File: src/rtl/z80_io_responder.sv
module z80_io_responder #(
  parameter int WD_CYCLES = 64
) (
  input  logic        clk,
  input  logic        rst_n,
  input  logic [15:0] z_addr,
  input  logic [7:0]  z_data_in,
  output logic [7:0]  z_data_out,
  output logic        z_data_oe,
  input  logic        z_iorq_n,
  input  logic        z_rd_n,
  input  logic        z_wr_n,
  output logic        z_wait_n,
  output logic        z_busreq_n,
  input  logic        z_busack_n,
  output logic        req_valid,
  input  logic        req_ready,
  output logic [15:0] req_addr,
  output logic        req_is_in,
  output logic [7:0]  req_wdata,
  input  logic        rsp_valid,
  output logic        rsp_ready,
  input  logic [7:0]  rsp_data,
  input  logic        rsp_dma,
  output logic        dma_start,
  input  logic        dma_done,
  output logic        wd_error
);
  localparam int WDW = $clog2(WD_CYCLES + 1);
  localparam logic [WDW-1:0] WD_LAST = WDW'(WD_CYCLES - 1);

  typedef enum logic [3:0] {
    IDLE, SETTLE, REQ, RSP, BREQ, WACK, XFER, REL1, REL2, WIORQ
  } st_t;

  st_t st;
  logic [1:0] iorq_q, rd_q, wr_q, ack_q;
  logic [15:0] a_q1, a_s;
  logic [7:0] d_q1, d_s;
  logic iorq_s, rd_s, wr_s, busack_s;
  logic pend, clr, breq, oe, use_dma, stl;
  logic [WDW-1:0] wd;

  assign iorq_s = iorq_q[1];
  assign rd_s = rd_q[1];
  assign wr_s = wr_q[1];
  assign busack_s = ack_q[1];

  always_ff @(posedge clk or negedge rst_n)
    if (!rst_n) begin
      iorq_q <= '1; rd_q <= '1; wr_q <= '1; ack_q <= '1;
      a_q1 <= '0; a_s <= '0; d_q1 <= '0; d_s <= '0;
    end else begin
      iorq_q <= {iorq_q[0], z_iorq_n};
      rd_q <= {rd_q[0], z_rd_n};
      wr_q <= {wr_q[0], z_wr_n};
      ack_q <= {ack_q[0], z_busack_n};
      a_q1 <= z_addr; a_s <= a_q1;
      d_q1 <= z_data_in; d_s <= d_q1;
    end

  wire hit = !iorq_s && (a_s[7:4] == 4'h8);

  always_ff @(posedge clk or negedge rst_n)
    if (!rst_n) pend <= 1'b0;
    else if (clr) pend <= 1'b0;
    else if (hit) pend <= 1'b1;

  assign z_wait_n = ~pend;
  assign z_busreq_n = ~breq;
  assign z_data_oe = oe;
  assign rsp_ready = (st == RSP);

  always_ff @(posedge clk or negedge rst_n)
    if (!rst_n) begin
      st <= IDLE; stl <= 1'b0; wd <= '0;
      req_valid <= 1'b0; req_addr <= '0; req_is_in <= 1'b0; req_wdata <= '0;
      z_data_out <= '0; oe <= 1'b0; breq <= 1'b0; clr <= 1'b0;
      use_dma <= 1'b0; dma_start <= 1'b0; wd_error <= 1'b0;
    end else begin
      dma_start <= 1'b0;
      case (st)
        IDLE: if (pend) begin st <= SETTLE; stl <= 1'b0; end
        SETTLE:
          if (!stl) stl <= 1'b1;
          else begin
            req_addr <= a_s;
            req_is_in <= !rd_s && wr_s;
            req_wdata <= d_s;
            req_valid <= 1'b1;
            wd_error <= 1'b0;
            st <= REQ;
          end
        REQ: if (req_ready) begin req_valid <= 1'b0; st <= RSP; end
        RSP:
          if (rsp_valid) begin
            use_dma <= rsp_dma;
            wd <= '0;
            if (req_is_in) begin z_data_out <= rsp_data; oe <= 1'b1; end
            if (req_is_in || rsp_dma) begin breq <= 1'b1; st <= BREQ; end
            else begin clr <= 1'b1; st <= WIORQ; end
          end
        BREQ: begin clr <= 1'b1; st <= WACK; end
        WACK:
          if (!busack_s) begin
            oe <= 1'b0;
            if (use_dma) begin dma_start <= 1'b1; st <= XFER; end
            else st <= REL1;
          end else if (wd == WD_LAST) begin
            oe <= 1'b0; wd_error <= 1'b1; st <= REL1;
          end else wd <= wd + 1'b1;
        XFER: if (dma_done) st <= REL1;
        REL1: begin clr <= 1'b0; st <= REL2; end
        REL2: begin breq <= 1'b0; st <= IDLE; end
        WIORQ:
          if (iorq_s) begin clr <= 1'b0; st <= IDLE; end
          else if (wd == WD_LAST) begin clr <= 1'b0; wd_error <= 1'b1; st <= IDLE; end
          else wd <= wd + 1'b1;
        default: st <= IDLE;
      endcase
    end
endmodule


File: config.mk
export PLATFORM = sky130hd
export DESIGN_NAME = z80_io_responder
export DESIGN_NICKNAME = d
export VERILOG_FILES = /design/src/rtl/z80_io_responder.sv
export SDC_FILE = /design/constraint.sdc
export NUM_CORES = 1
export LEC_CHECK = 0
export BUFFER_PORTS_ARGS = -buffer_cell sky130_fd_sc_hd__buf_2
export CAP_MARGIN = 20
export CORE_ASPECT_RATIO = 0.7
export CORE_UTILIZATION = 45
export CTS_BUF_LIST = sky130_fd_sc_hd__clkbuf_4 sky130_fd_sc_hd__clkbuf_8
export CTS_CLUSTER_DIAMETER = 120
export CTS_CLUSTER_SIZE = 25
export DETAILED_ROUTE_END_ITERATION = 16
export MAX_ROUTING_LAYER = met4
export PLACE_DENSITY = 0.68
export RECOVER_POWER = 100
export SLEW_MARGIN = 20
export SYNTH_ARGS = -nofsm -noshare
export SYNTH_HDL_FRONTEND = slang
export SYNTH_SLANG_ARGS = --single-unit
File: constraint.sdc
create_clock -name clk -period 2.35 [get_ports clk]
set_input_delay 0.235 -clock clk [delete_from_list [all_inputs] [get_ports clk]]
set_output_delay 0.235 -clock clk [all_outputs]
set_load 0.01 [all_outputs]
; Word-level counts from Yosys, hierarchy flattened
; Index checks and enable logic that the tools add are counted.
[word_totals]
ff_bits = 109
inputBits = 42
output_inout_bits = 40
wordCells = 118
[classes]
n_addsub = 1
eq_ne = 23
mux = 44
bitwise_logic = 2
reduce_logical = 25
[ops]
columns = cell, count
row1 = 4-bit 2-to-1 mux, 10
row2 = 4-bit case mux with 9 select lines, 1
row3 = 7-bit 2-to-1 mux, 4
row4 = 1-bit 2-to-1 mux, 22
row5 = 7-bit case mux with 3 select lines, 1
row6 = "2-bit inequality test, second input constant", 9
row7 = "4-bit by 3-bit equality test with 1-bit output, second input constant", 4
row8 = 4-bit AND reduction, 4
row9 = "4-bit equality test, second input constant", 3
row10 = 2-bit nonzero test, 5
row11 = 3-bit AND reduction, 3
row12 = "4-bit by 2-bit equality test with 1-bit output, second input constant", 2
row13 = 1-bit case mux with 2 select lines, 4
row14 = "7-bit by 1-bit adder with 7-bit output, second input constant", 1
row15 = "7-bit by 6-bit equality test with 1-bit output, second input constant", 1
row16 = 7-bit AND reduction, 1
row17 = "3-bit inequality test, second input constant", 2
row18 = 2-bit AND reduction, 3
row19 = 3-bit nonzero test, 2
row20 = "4-bit by 1-bit equality test with 1-bit output, second input constant", 1
row21 = 4-bit zero test, 1
row22 = 1-bit case mux with 4 select lines, 1
row23 = 4-bit nonzero test, 1
row24 = 1-bit case mux with 3 select lines, 1
row25 = 5 further kinds, 8

; Logic depth before layout (Yosys ltp)
; Gate-level depths: netlist of run 1.
[logic_depth]
word_depth = 4
mapped_depth = 6
depth_no_buf = 5

; Worst setup path before layout of run 1
; No wires, ideal clock.
[synth_path]
kind = register to register
from = register wd[0]
to = register st[0]
setup_time_ns = 0.126
arrival_time_ns = 1.598
required_ns = 2.224
slack_ns = 0.626
stages_incl_launch_ff = 7
path_buffers = 1
synth_period_minus_slack_ns = 1.724
cell_sequence = dfrtp_1 -> ha_1 -> nand3_2 -> or2_1 -> buf_6 -> a22o_4 -> o32a_1
[synth_via]
elab_chain_len = 3
elab_cells_between_ends = 4
cone_classes = eq/ne: 3 / reduce/logical: 1
[synth_lines]
columns = item, line
row1 = "start, declared", 42  ; logic [WDW-1:0] wd;
row2 = "start signal, assigned", 111  ; end else wd <= wd + 1'b1;
row3 = "start signal, assigned", 118  ; else wd <= wd + 1'b1;
row4 = 7-bit by 6-bit equality test with 1-bit output (*), "109, 117"
row5 = 3-bit inequality test (no line), -
row6 = 7-bit AND reduction (no line) (*), -
row7 = "end signal, assigned", 110  ; oe <= 1'b0; wd_error <= 1'b1; st <= REL1;
row8 = "end signal, assigned", 117  ; else if (wd == WD_LAST) begin clr <= 1'b0; wd_error <= 1'b1; st <= IDLE; end
row9 = "end signal, assigned", 119  ; default: st <= IDLE;
row10 = "end, declared", 36  ; st_t st;
; Mark *: on every way between the ends. The rest lies on a longest branch, timed or not.
; A chain may end at the register's enable or synchronous reset.

; Worst setup path in the final report of run 1
; Ends and elaborated chain as after synthesis.

==> impl_metrics.sql, run 1 <==
INSERT INTO impl_metrics (metric_group, metric, value, unit) VALUES
('pwr', 'design_power_total', '5.45', 'mW'),
('finish', 'antenna_cells_inserted', '0', ''),
('yosys', 'post-synth-top-count-cell', 'sky130_fd_sc_hd__dfrtp_1', ''),
('clock_tree', 'numClockSinks', '109', ''),
('global_routing', 'first_global_vias', '2450', ''),
('critical_path', 'start_of_the_worst_register_to_register_path', 'wd[0]', ''),
('critical_path', 'critical_path.endpoint_type', 'flop', ''),
('timing', 'fmaxAchievable', '511', 'MHz'),
('critical_path', 'critPathLaunchType', 'flop', ''),
('timing', 'slew_violations', '0', ''),
('global_routing', 'met1_usage', '21.9', '%'),
('detailed_routing', 'finalWirelength', '6970', 'microns'),
('detailed_routing', 'via_count', '2385', ''),
('floorplan', 'initial_cell_density_of_the_core', '47.8', '%'),
('yosys', 'synth-async-reset-ratio', '100', '%'),
('timing', 'final_min_period', '1.96', 'ns'),
('pwr', 'power_per_cell_area', '1150', 'nW/um^2'),
('clock_tree', 'cts_tree', 'built', ''),
('timing', 'smallest_hold_slack', '0.0875', 'ns'),
('clock_tree', 'root_buffer', 'sky130_fd_sc_hd__clkbuf_8', ''),
('yosys', 'most_area_consuming_cells_after_synthesis', 'sky130_fd_sc_hd__dfrtp_1, sky130_fd_sc_hd__mux2_2, sky130_fd_sc_hd__dfstp_2', ''),
('global_routing', 'grt_start_max_net_pins', '48', ''),
('floorplan', 'core_region_area', '8070', 'sq um'),
('yosys', 'avgSynthCellArea', '15.2', 'sq um'),
('critical_path', 'critical_path_required', '2.61', 'ns'),
('timing', 'grt_setup_unrepaired', 'false', ''),
('clock_tree', 'cts_setup_buffers', '0', ''),
('clock_tree', 'ctsLongestPathBuffers', '2', ''),
('min_path', 'worstHoldPathType', 'in -> reg', ''),
('yosys', 'synthFlopType', 'sky130_fd_sc_hd__dfrtp_1', ''),
('yosys', 'netlist.top_cell.by_area', 'sky130_fd_sc_hd__dfrtp_1', ''),
('clock_tree', 'cts.reportedPaths.clkPinSlew', '0.10', 'ns'),
('timing', 'finalClockSkew', '0.0115', 'ns'),
('timing', 'finalSetupViolations', '0', ''),
('finish', 'final_core_utilization', '58.7', '%'),
('timing', 'slew_headroom', '27.6', '%'),
('global_routing', 'initial_antenna_violation_count', '0', ''),
('timing', 'max_slew.worst_pin.slew', '1.09', 'ns'),
('detailed_routing', 'drtIter0Drc', '64', ''),
('detailed_routing', 'drc', '0', ''),
('detailed_routing', 'viasPerCell', '5.02', ''),
('floorplan', 'ioPinCount', '82', ''),
('floorplan', 'row_count', '27', ''),
('yosys', 'ys_seq_area_share', '71.0', '%'),
('clock_tree', 'cts_max_level', '3', ''),
('detailed_routing', 'detail-route-antenna-nets', '0', ''),
('global_routing', 'wire_length_of_the_first_global_routing_pass', '11600', 'microns'),
('floorplan', 'die_height', '79.5', 'microns'),
('global_routing', 'grt_remaining_overflow', '0', ''),
('yosys', 'syn_nets', '297', ''),
('global_routing', 'grt_max_usage_layer', 'met2', ''),
('detailed_routing', 'route.detailed.wl_per_inst', '14.7', 'microns'),
('yosys', 'syn_area', '3860', 'sq um'),
('pwr', 'vdd_ir_drop_max', '0.562', 'mV'),
('place', 'hpwlAfterDp', '4770', 'microns'),
('finish', 'design.final.nets', '413', ''),
('yosys', 'yosys-top-cells-count', 'sky130_fd_sc_hd__dfrtp_1, sky130_fd_sc_hd__mux2_2, sky130_fd_sc_hd__inv_1', ''),
('yosys', 'synth-edff-count', '0', ''),
('yosys', 'syn_inst', '254', ''),
('critical_path', 'worstPathArrival', '2.22', 'ns'),
('finish', 'drive_above_1_share', '28.3', '%'),
('yosys', 'register_bit_count_reported_by_yosys', '109', ''),
('global_routing', 'grt_util_met2', '27.5', '%'),
('detailed_routing', 'detail_route.first_pass.iterations', '4', ''),
('critical_path', 'crit_path_top_delay_cell', 'sky130_fd_sc_hd__or2_0', ''),
('finish', 'syn_to_final_growth', '23.0', '%'),
('run', 'max_cap_violations', '0', ''),
('outcome', 'outcome', 'complete, no violations', ''),
('global_routing', 'grtUsageMet3', '6.00', '%'),
('pwr', 'power.leakage', '2.13', 'nW'),
('timing', 'final.period_utilization', '83.3', '%');
registers in the layout, summed over array words and instances, names as in the netlist, 2 cells and up:
signal	cells
a_q1	16
a_s	16
req_addr	16
d_q1	8
d_s	8
req_wdata	8
z_data_out	8
wd	7
st	4
ack_q	2
iorq_q	2
rd_q	2
wr_q	2
cell usage in the layout (no fill, tap or decap), drive strengths merged, types with 2 or more instances in the layout:
cell type    count
a31oi            7
nand3            7
o22ai            2
nor3             3
nand2            7
clkbuf          53
o31ai            2
dlygate4sd3     29
buf             42
dfstp            8
nand3b           3
and3             3
inv             11
dfrtp          101
o32a             2
a22o             3
o21ai            8
mux2i            3
nor2             8
nand2b           7
mux2            33
nor4             2
a21oi            9
layout make-up:
type / count / area (sq um)
fill: 664 / 3330
timing repair buffer: 113 / 666
tap: 101 / 126
clock inverter: 4 / 57.6
sequential: 109 / 2740
multi-input combinational: 127 / 980
clock buffer: 11 / 139
inverter: 10 / 37.5
where the power goes:
group	internal [mW]	switching, mW
clock network	0.520	0.599
registers	2.32	0.345
logic	0.803	0.865
total	3.65	1.81
worst max-delay path: cells and delay by family (launching register included):
family	cells	cell delay, ns
compound gates	2	0.67
simple gates	2	0.59
flops	1	0.38
fa+ha+maj	1	0.21
repair_timing:
item                      in CTS  in global routing
hold endpoints to repair      56                  0
hold buffers                  29                  0
gates resized for setup        0                  0
per-layer routing:
layer  vias up  routed length, microns
li1       1122                       -
met1      1185                    3230
met2        67                    3200
met3        11                     395
met4         0                     135
met5         -                       0
worst paths after layout:
path                                  to  slack [ns]  depth (start not counted)
setup / recovery                   st[0]        0.39                          5
hold / removal             z_data_out[0]        0.09                          2
setup reg to reg                   st[0]        0.39                          5
hold reg to reg                   d_s[3]        0.36                          0
max in group asynchronous         a_s[3]        0.65                          3
min in group asynchronous         d_s[3]        0.33                          2
through the flow:
| step | cell area [sq um] | setup WS (ns) | instances |
|---|---|---|---|
| final | 4740 | 0.393 | 475 |
| after CTS | 4830 | 0.499 | 475 |
| after global routing | 4740 | 0.221 | 475 |
| after floorplan | 3860 | 0.626 | 254 |
| after global placement | 4350 | 0.536 | 431 |
| after detailed placement | 4350 | 0.517 | 431 |
cells by family (layout without fill, tap and decap cells):
group	after synthesis	in the layout	share of synthesized area (%)
AND/OR/NAND/NOR	46	46	7.01
buffers and inverters	18	138	3.05
XOR/XNOR	1	1	0.227
adder cells (fa/ha/maj)	1	1	0.324
AO/OA/AOI/OAI	43	43	8.01
multiplexers	36	36	10.4
flip-flops	109	109	71.0
Note: power is estimated with default switching activity, not from simulation.
==> run 2: changes to the inputs <==
--- a/config.mk
+++ b/config.mk
@@ -5,6 +5,7 @@
 export SDC_FILE = /design/constraint.sdc
 export NUM_CORES = 1
 export LEC_CHECK = 0
+export ABC_AREA = 1
 export BUFFER_PORTS_ARGS = -buffer_cell sky130_fd_sc_hd__buf_2
 export CAP_MARGIN = 20
 export CORE_ASPECT_RATIO = 0.7
==> constraint.sdc (replaced) <==
create_clock -name clk -period 2.05 [get_ports clk]
set_input_delay 0.205 -clock clk [delete_from_list [all_inputs] [get_ports clk]]
set_output_delay 0.205 -clock clk [all_outputs]
set_load 0.01 [all_outputs]
==> impl_metrics.sql, run 2 <==
INSERT INTO impl_metrics (metric_group, metric, value, unit) VALUES
('floorplan', 'core_region_area', '8440', 'sq um'),
('yosys', 'yosys-top-cells-count', 'sky130_fd_sc_hd__nand2_1, sky130_fd_sc_hd__dfrtp_1, sky130_fd_sc_hd__nand3_1', ''),
('timing', 'max_slew.worst_pin.slew', '1.05', 'ns'),
('place', 'place.gp.congestion', '0.921', ''),
('pwr', 'power.leakage', '2.48', 'nW'),
('critical_path', 'critical_path_required', '2.36', 'ns'),
('yosys', 'syn_nets', '419', ''),
('floorplan', 'die_height', '79.9', 'microns'),
('yosys', 'synthDominantCellAreaShare', '64.8', '%'),
('global_routing', 'grt_remaining_overflow', '0', ''),
('timing', 'fin_setup_tns', '0', 'ns'),
('finish', 'antenna_cells_inserted', '0', ''),
('global_routing', 'first_global_vias', '2659', ''),
('detailed_routing', 'drtIter0Drc', '122', ''),
('place', 'port-buffer-count', '81', ''),
('finish', 'drive_above_1_share', '16.0', '%'),
('detailed_routing', 'finalWirelength', '7680', 'microns'),
('min_path', 'worstHoldPathType', 'in -> reg', ''),
('yosys', 'synthesis.yosys.warnings', '0', ''),
('floorplan', 'initial_cell_density_of_the_core', '46.2', '%'),
('global_routing', 'grt_start_max_net_pins', '45', ''),
('timing', 'fmaxAchievable', '551', 'MHz'),
('place', 'hpwlAfterDp', '5470', 'microns'),
('timing', 'slew_violations', '0', ''),
('floorplan', 'die_area', '9050', 'sq um'),
('critical_path', 'r2r.worst_path.cells', '6', ''),
('yosys', 'netlist.top_cell.by_area', 'sky130_fd_sc_hd__dfrtp_1', ''),
('detailed_routing', 'detail_route.first_pass.iterations', '4', ''),
('run', 'max_cap_violations', '0', ''),
('finish', 'layout.cells.most_common_list', 'sky130_fd_sc_hd__nand2_1, sky130_fd_sc_hd__dfrtp_1, sky130_fd_sc_hd__buf_2, sky130_fd_sc_hd__clkbuf_1, sky130_fd_sc_hd__dlygate4sd3_1', ''),
('floorplan', 'die_width', '113', 'microns'),
('clock_tree', 'cts_max_level', '3', ''),
('clock_tree', 'cts.reportedPaths.clkPinSlew', '0.10', 'ns'),
('yosys', 'ys_seq_area_share', '70.2', '%'),
('yosys', 'most_area_consuming_cells_after_synthesis', 'sky130_fd_sc_hd__dfrtp_1, sky130_fd_sc_hd__nand2_1, sky130_fd_sc_hd__dfstp_2', ''),
('critical_path', 'critical_path.endpoint_type', 'flop', ''),
('clock_tree', 'cts_resized', '0', ''),
('timing', 'final.period_utilization', '88.5', '%'),
('global_routing', 'initial_antenna_violation_count', '0', ''),
('finish', 'largestRegisters', 'a_q1 (16), a_s (16), req_addr (16)', ''),
('detailed_routing', 'route.detailed.wl_per_inst', '12.4', 'microns'),
('timing', 'grt_setup_unrepaired', 'false', ''),
('clock_tree', 'postCtsHoldBufs', '29', ''),
('outcome', 'outcome', 'complete, no violations', ''),
('clock_tree', 'root_buffer', 'sky130_fd_sc_hd__clkbuf_8', ''),
('critical_path', 'critPathLaunchType', 'flop', ''),
('global_routing', 'wire_length_of_the_first_global_routing_pass', '12900', 'microns'),
('finish', 'num-fill-cells', '749', ''),
('yosys', 'synth-async-reset-ratio', '100', '%'),
('clock_tree', 'clkLatencyLatePin', '0.37', 'ns'),
('detailed_routing', 'detail-route-antenna-nets', '0', ''),
('finish', 'syn_to_final_growth', '24.9', '%'),
('clock_tree', 'cts_setup_buffers', '0', ''),
('yosys', 'syn_inst', '376', ''),
('critical_path', 'r2r_slack', '0.24', 'ns'),
('timing', 'final_min_period', '1.81', 'ns'),
('pwr', 'power_per_cell_area', '732', 'nW/um^2'),
('pwr', 'vdd_ir_drop_max', '0.542', 'mV'),
('floorplan', 'ioPinCount', '82', ''),
('critical_path', 'critPathKind', 'reg -> reg', ''),
('yosys', 'syn_area', '3900', 'sq um'),
('timing', 'finalClockSkew', '0.0100', 'ns'),
('finish', 'mostFrequentLayoutCell', 'sky130_fd_sc_hd__nand2_1', ''),
('yosys', 'yosys.cell_types.count', '24', ''),
('timing', 'slew_headroom', '30.3', '%'),
('timing', 'hold_viol', '0', ''),
('clock_tree', 'cts_tree', 'built', ''),
('finish', 'design.final.nets', '539', ''),
('yosys', 'synth-edff-count', '0', ''),
('detailed_routing', 'viasPerCell', '4.56', ''),
('yosys', 'register_bit_count_reported_by_yosys', '109', ''),
('global_routing', 'grt.total_usage', '19.8', '%'),
('finish', 'final_core_utilization', '57.7', '%'),
('min_path', 'holdPathStages', '3', ''),
('timing', 'finalSetupViolations', '0', ''),
('critical_path', 'worstPathArrival', '2.12', 'ns'),
('detailed_routing', 'via_count', '2829', ''),
('clock_tree', 'ctsLongestPathBuffers', '2', ''),
('floorplan', 'row_count', '28', ''),
('critical_path', 'cp_max_fo', '10', ''),
('clock_tree', 'numClockSinks', '109', ''),
('yosys', 'synthFlopType', 'sky130_fd_sc_hd__dfrtp_1', ''),
('yosys', 'post-synth-top-count-cell', 'sky130_fd_sc_hd__nand2_1', ''),
('yosys', 'avgSynthCellArea', '10.4', 'sq um'),
('detailed_routing', 'drc', '0', ''),
('clock_tree', 'numCtsBuffers', '9', '');
==> run 2: changes by cell type after synthesis, moves of 5 or more <==
cell / change
sky130_fd_sc_hd__a21oi_1: -5
sky130_fd_sc_hd__a31oi_1: -6
sky130_fd_sc_hd__inv_1: +16
sky130_fd_sc_hd__mux2_2: -33
sky130_fd_sc_hd__nand2_1: +132
sky130_fd_sc_hd__nand2b_1: -7
sky130_fd_sc_hd__nand3_1: +23
sky130_fd_sc_hd__nor2_1: +12
sky130_fd_sc_hd__nor2_2: +6
sky130_fd_sc_hd__o21ai_0: +11
==> run 2: per-layer routing <==
layer  global-route usage (%)  wire length, microns
met1                     28.0                  3770
met2                     27.5                  3340
met3                     5.47                   468
met4                     6.32                    98
met5                        -                     0
==> run 2: kinds of logic (layout without fill, tap and decap cells) <==
group,count (synthesis),in the layout,share of synthesized area (%)
flip-flops,109,109,70.2
buffers and inverters,36,161,4.07
XOR/XNOR,2,2,0.449
AND/OR/NAND/NOR,205,205,22.0
adder cells (fa/ha/maj),1,1,0.321
AO/OA/AOI/OAI,23,23,2.98
==> run 2: worst max-delay path, stage by stage (launching register included) <==
cell and delay [ns]:
sky130_fd_sc_hd__dfrtp_1 0.47, sky130_fd_sc_hd__nor2_2 0.29, sky130_fd_sc_hd__nand2_1 0.21, sky130_fd_sc_hd__nor2_1 0.18, sky130_fd_sc_hd__clkbuf_1 0.36, sky130_fd_sc_hd__nand3_1 0.14
sky130_fd_sc_hd__nand2_1 0.11
==> run 2: path summary, 6_finish.rpt <==
| kind | startpoint | to |
|---|---|---|
| hold reg to reg | a_q1[4] | a_s[4] |
| setup / recovery | st[2] | z_data_out[1] |
| hold / removal | rsp_dma | use_dma |
| setup reg to reg | st[2] | z_data_out[1] |
| max in group asynchronous | rst_n | a_s[8] |
| min in group asynchronous | rst_n | use_dma |
==> run 2: power by group <==
group	internal (mW)	leakage [nW]	total [mW]	switching (mW)
Combinational	0.0707	1.04	0.136	0.0653
Sequential	2.21	1.34	2.23	0.0159
Clock	0.502	0.0953	1.20	0.702
Total	2.78	2.48	3.57	0.783
==> run 2: area by class of cell <==
| type | count | area [sq um] | area share (%) |
|---|---|---|---|
| clock buffer | 11 | 145 | 2.98 |
| inverter | 30 | 113 | 2.31 |
| tap | 120 | 150 | 3.08 |
| timing repair buffer | 115 | 688 | 14.1 |
| multi-input combinational | 231 | 996 | 20.4 |
| sequential | 109 | 2740 | 56.2 |
| clock inverter | 5 | 41.3 | 0.848 |
==> run 2: metrics by stage <==
stage	worst slack (ns)	area (sq um)	instances	power, mW	hold slack (ns)
after floorplan	0.603	3900	376	2.27	-0.0906
after global placement	0.306	4460	576	2.37	0.228
after detailed placement	0.289	4460	576	2.37	0.224
after CTS	0.261	4940	621	3.62	0.0335
after global routing	0.0666	4870	621	3.73	0.0575
final	0.237	4870	621	3.57	0.0589
==> run 3: changes to the inputs <==
==> constraint.sdc (replaced) <==
create_clock -name clk -period 2 [get_ports clk]
set_input_delay 0.2 -clock clk [delete_from_list [all_inputs] [get_ports clk]]
set_output_delay 0.2 -clock clk [all_outputs]
set_load 0.01 [all_outputs]
==> impl_metrics.sql, run 3 (synthesis results as in run 2) <==
INSERT INTO impl_metrics (metric_group, metric, value, unit) VALUES
('finish', 'drive_above_1_share', '15.8', '%'),
('clock_tree', 'ctsLongestPathBuffers', '2', ''),
('pwr', 'vdd_ir_drop_max', '0.555', 'mV'),
('timing', 'finalSetupViolations', '0', ''),
('detailed_routing', 'route.detailed.wl_per_inst', '12.6', 'microns'),
('timing', 'fin_setup_tns', '0', 'ns'),
('detailed_routing', 'detail-route-antenna-nets', '0', ''),
('floorplan', 'ioPinCount', '82', ''),
('clock_tree', 'cts_resized', '0', ''),
('clock_tree', 'root_buffer', 'sky130_fd_sc_hd__clkbuf_8', ''),
('critical_path', 'worstPathArrival', '2.03', 'ns'),
('finish', 'syn_to_final_growth', '25.4', '%'),
('clock_tree', 'cts_max_level', '3', ''),
('timing', 'max_slew.worst_pin.slew', '1.01', 'ns'),
('timing', 'hold_viol', '0', ''),
('floorplan', 'die_area', '9050', 'sq um'),
('floorplan', 'die_width', '113', 'microns'),
('finish', 'largestRegisters', 'a_q1 (16), a_s (16), req_addr (16)', ''),
('detailed_routing', 'viasPerCell', '4.59', ''),
('pwr', 'p_int', '2.98', 'mW'),
('pwr', 'p_sw', '0.817', 'mW'),
('floorplan', 'initial_cell_density_of_the_core', '46.2', '%'),
('floorplan', 'die_height', '79.9', 'microns'),
('timing', 'fmaxAchievable', '562', 'MHz'),
('detailed_routing', 'drc', '0', ''),
('pwr', 'seq_power_share', '60.1', '%'),
('floorplan', 'row_count', '28', ''),
('global_routing', 'grt_remaining_overflow', '0', ''),
('global_routing', 'grt.total_usage', '19.7', '%'),
('clock_tree', 'numClockSinks', '109', ''),
('critical_path', 'critPathKind', 'reg -> reg', ''),
('timing', 'finalClockSkew', '0.0132', 'ns'),
('clock_tree', 'numCtsBuffers', '9', ''),
('critical_path', 'critical_path_required', '2.26', 'ns'),
('floorplan', 'core_region_area', '8440', 'sq um'),
('critical_path', 'critPathLaunchType', 'flop', ''),
('critical_path', 'cp_max_fo', '6', ''),
('timing', 'grt_setup_unrepaired', 'false', ''),
('global_routing', 'first_global_vias', '2695', ''),
('place', 'hpwlAfterDp', '5420', 'microns'),
('pwr', 'power.switching_fraction', '21.5', '%'),
('finish', 'mostFrequentLayoutCell', 'sky130_fd_sc_hd__nand2_1', ''),
('detailed_routing', 'detail_route.first_pass.iterations', '4', ''),
('detailed_routing', 'via_count', '2852', ''),
('timing', 'slew_headroom', '32.4', '%'),
('finish', 'final_design_area_no_fill', '4890', 'sq um'),
('timing', 'final_min_period', '1.78', 'ns'),
('detailed_routing', 'finalWirelength', '7800', 'microns'),
('min_path', 'worstHoldPathType', 'in -> reg', ''),
('global_routing', 'initial_antenna_violation_count', '0', ''),
('pwr', 'clock_network_power_share', '36.2', '%'),
('critical_path', 'critical_path.endpoint_type', 'flop', ''),
('finish', 'layout.cells.most_common_list', 'sky130_fd_sc_hd__nand2_1, sky130_fd_sc_hd__dfrtp_1, sky130_fd_sc_hd__clkbuf_1', ''),
('place', 'cell_area_after_placement', '4460', 'sq um'),
('global_routing', 'wire_length_of_the_first_global_routing_pass', '12800', 'microns'),
('timing', 'slew_violations', '0', ''),
('outcome', 'outcome', 'complete, no violations', ''),
('place', 'place.gp.congestion', '0.930', ''),
('clock_tree', 'cts_tree', 'built', ''),
('place', 'port-buffer-count', '81', ''),
('finish', 'antenna_cells_inserted', '0', ''),
('clock_tree', 'cts.reportedPaths.clkPinSlew', '0.11', 'ns'),
('clock_tree', 'clkLatencyLatePin', '0.37', 'ns'),
('finish', 'design.final.nets', '539', ''),
('detailed_routing', 'drtIter0Drc', '165', ''),
('global_routing', 'grt_start_max_net_pins', '45', ''),
('run', 'max_cap_violations', '0', ''),
('pwr', 'power.leakage', '2.48', 'nW'),
('pwr', 'comb_power_share', '3.7', '%'),
('timing', 'final.period_utilization', '89.0', '%'),
('pwr', 'power_per_cell_area', '777', 'nW/um^2');
run 3: changes by cell type in the layout (fill, tap and decap cells not counted), sizes merged:
cell | previous run | this run
bufinv | 0 | 1
clkinvlp | 1 | 0
run 3: metal layers:
| layer | vias to the layer above | wire length, microns | track usage [%] | share of wire, % |
|---|---|---|---|---|
| li1 | 1406 | - | - | - |
| met1 | 1349 | 3880 | 27.2 | 50 |
| met2 | 89 | 3420 | 28.2 | 44 |
| met3 | 8 | 434 | 5.47 | 5.6 |
| met4 | 0 | 74 | 6.45 | 0.95 |
| met5 | - | 0 | - | 0 |
run 3: worst paths after layout:
kind	endpoint	from	depth (start not counted)	slack, ns
min in group asynchronous	clr	rst_n	2	0.53
worst max register to register	wd[5]	wd[0]	8	0.22
worst max-delay path	wd[5]	wd[0]	8	0.22
worst min register to register	ack_q[1]	ack_q[0]	0	0.35
worst min-delay path	z_data_out[3]	rsp_data[3]	3	0.05
max in group asynchronous	d_s[7]	rst_n	3	0.54
run 3: power by group through the flow:
stage                     logic [mW]  registers (mW)  clock network [mW]
after floorplan              0.00766            2.32                   0
after global placement         0.101            2.33                   0
after detailed placement       0.103            2.33                   0
after CTS                      0.147            2.28                1.42
after global routing           0.161            2.29                1.51
final                          0.142            2.28                1.38
run 3: worst max-delay path: stages (launching register included):
cell                      delay (ns)
sky130_fd_sc_hd__dfrtp_1        0.40
sky130_fd_sc_hd__ha_1           0.20
sky130_fd_sc_hd__nand3_1        0.18
sky130_fd_sc_hd__nor2_2         0.20
sky130_fd_sc_hd__nor2_1         0.09
sky130_fd_sc_hd__nor2_2         0.28
sky130_fd_sc_hd__inv_1          0.17
sky130_fd_sc_hd__nand2_1        0.10
sky130_fd_sc_hd__nand2_1        0.05
run 3: repair_timing:
action	CTS	global route
hold endpoints to repair	57	0
hold buffers	29	0
buffers inserted	0	0
run 3: per-stage QoR:
| step | instances | setup WS, ns | power (mW) | utilization (%) | hold slack [ns] |
|---|---|---|---|---|---|
| CTS | 621 | 0.249 | 3.85 | 58.8 | 0.0376 |
| global placement | 576 | 0.255 | 2.43 | 52.8 | 0.211 |
| floorplan | 376 | 0.553 | 2.33 | - | -0.0956 |
| global route | 621 | 0.0613 | 3.96 | 57.9 | 0.0339 |
| finish | 621 | 0.221 | 3.80 | 57.9 | 0.0531 |
| detailed placement | 576 | 0.265 | 2.43 | 52.8 | 0.214 |
run 3: layout make-up:
| cell class | count | area (sq um) |
|---|---|---|
| Sequential cell | 109 | 2740 |
| Timing Repair Buffer | 115 | 687 |
| Clock buffer | 11 | 145 |
| Fill cell | 733 | 3550 |
| Multi-Input combinational cell | 231 | 993 |
| Inverter | 30 | 113 |
| Tap cell | 120 | 150 |
| Clock inverter | 5 | 66.3 |
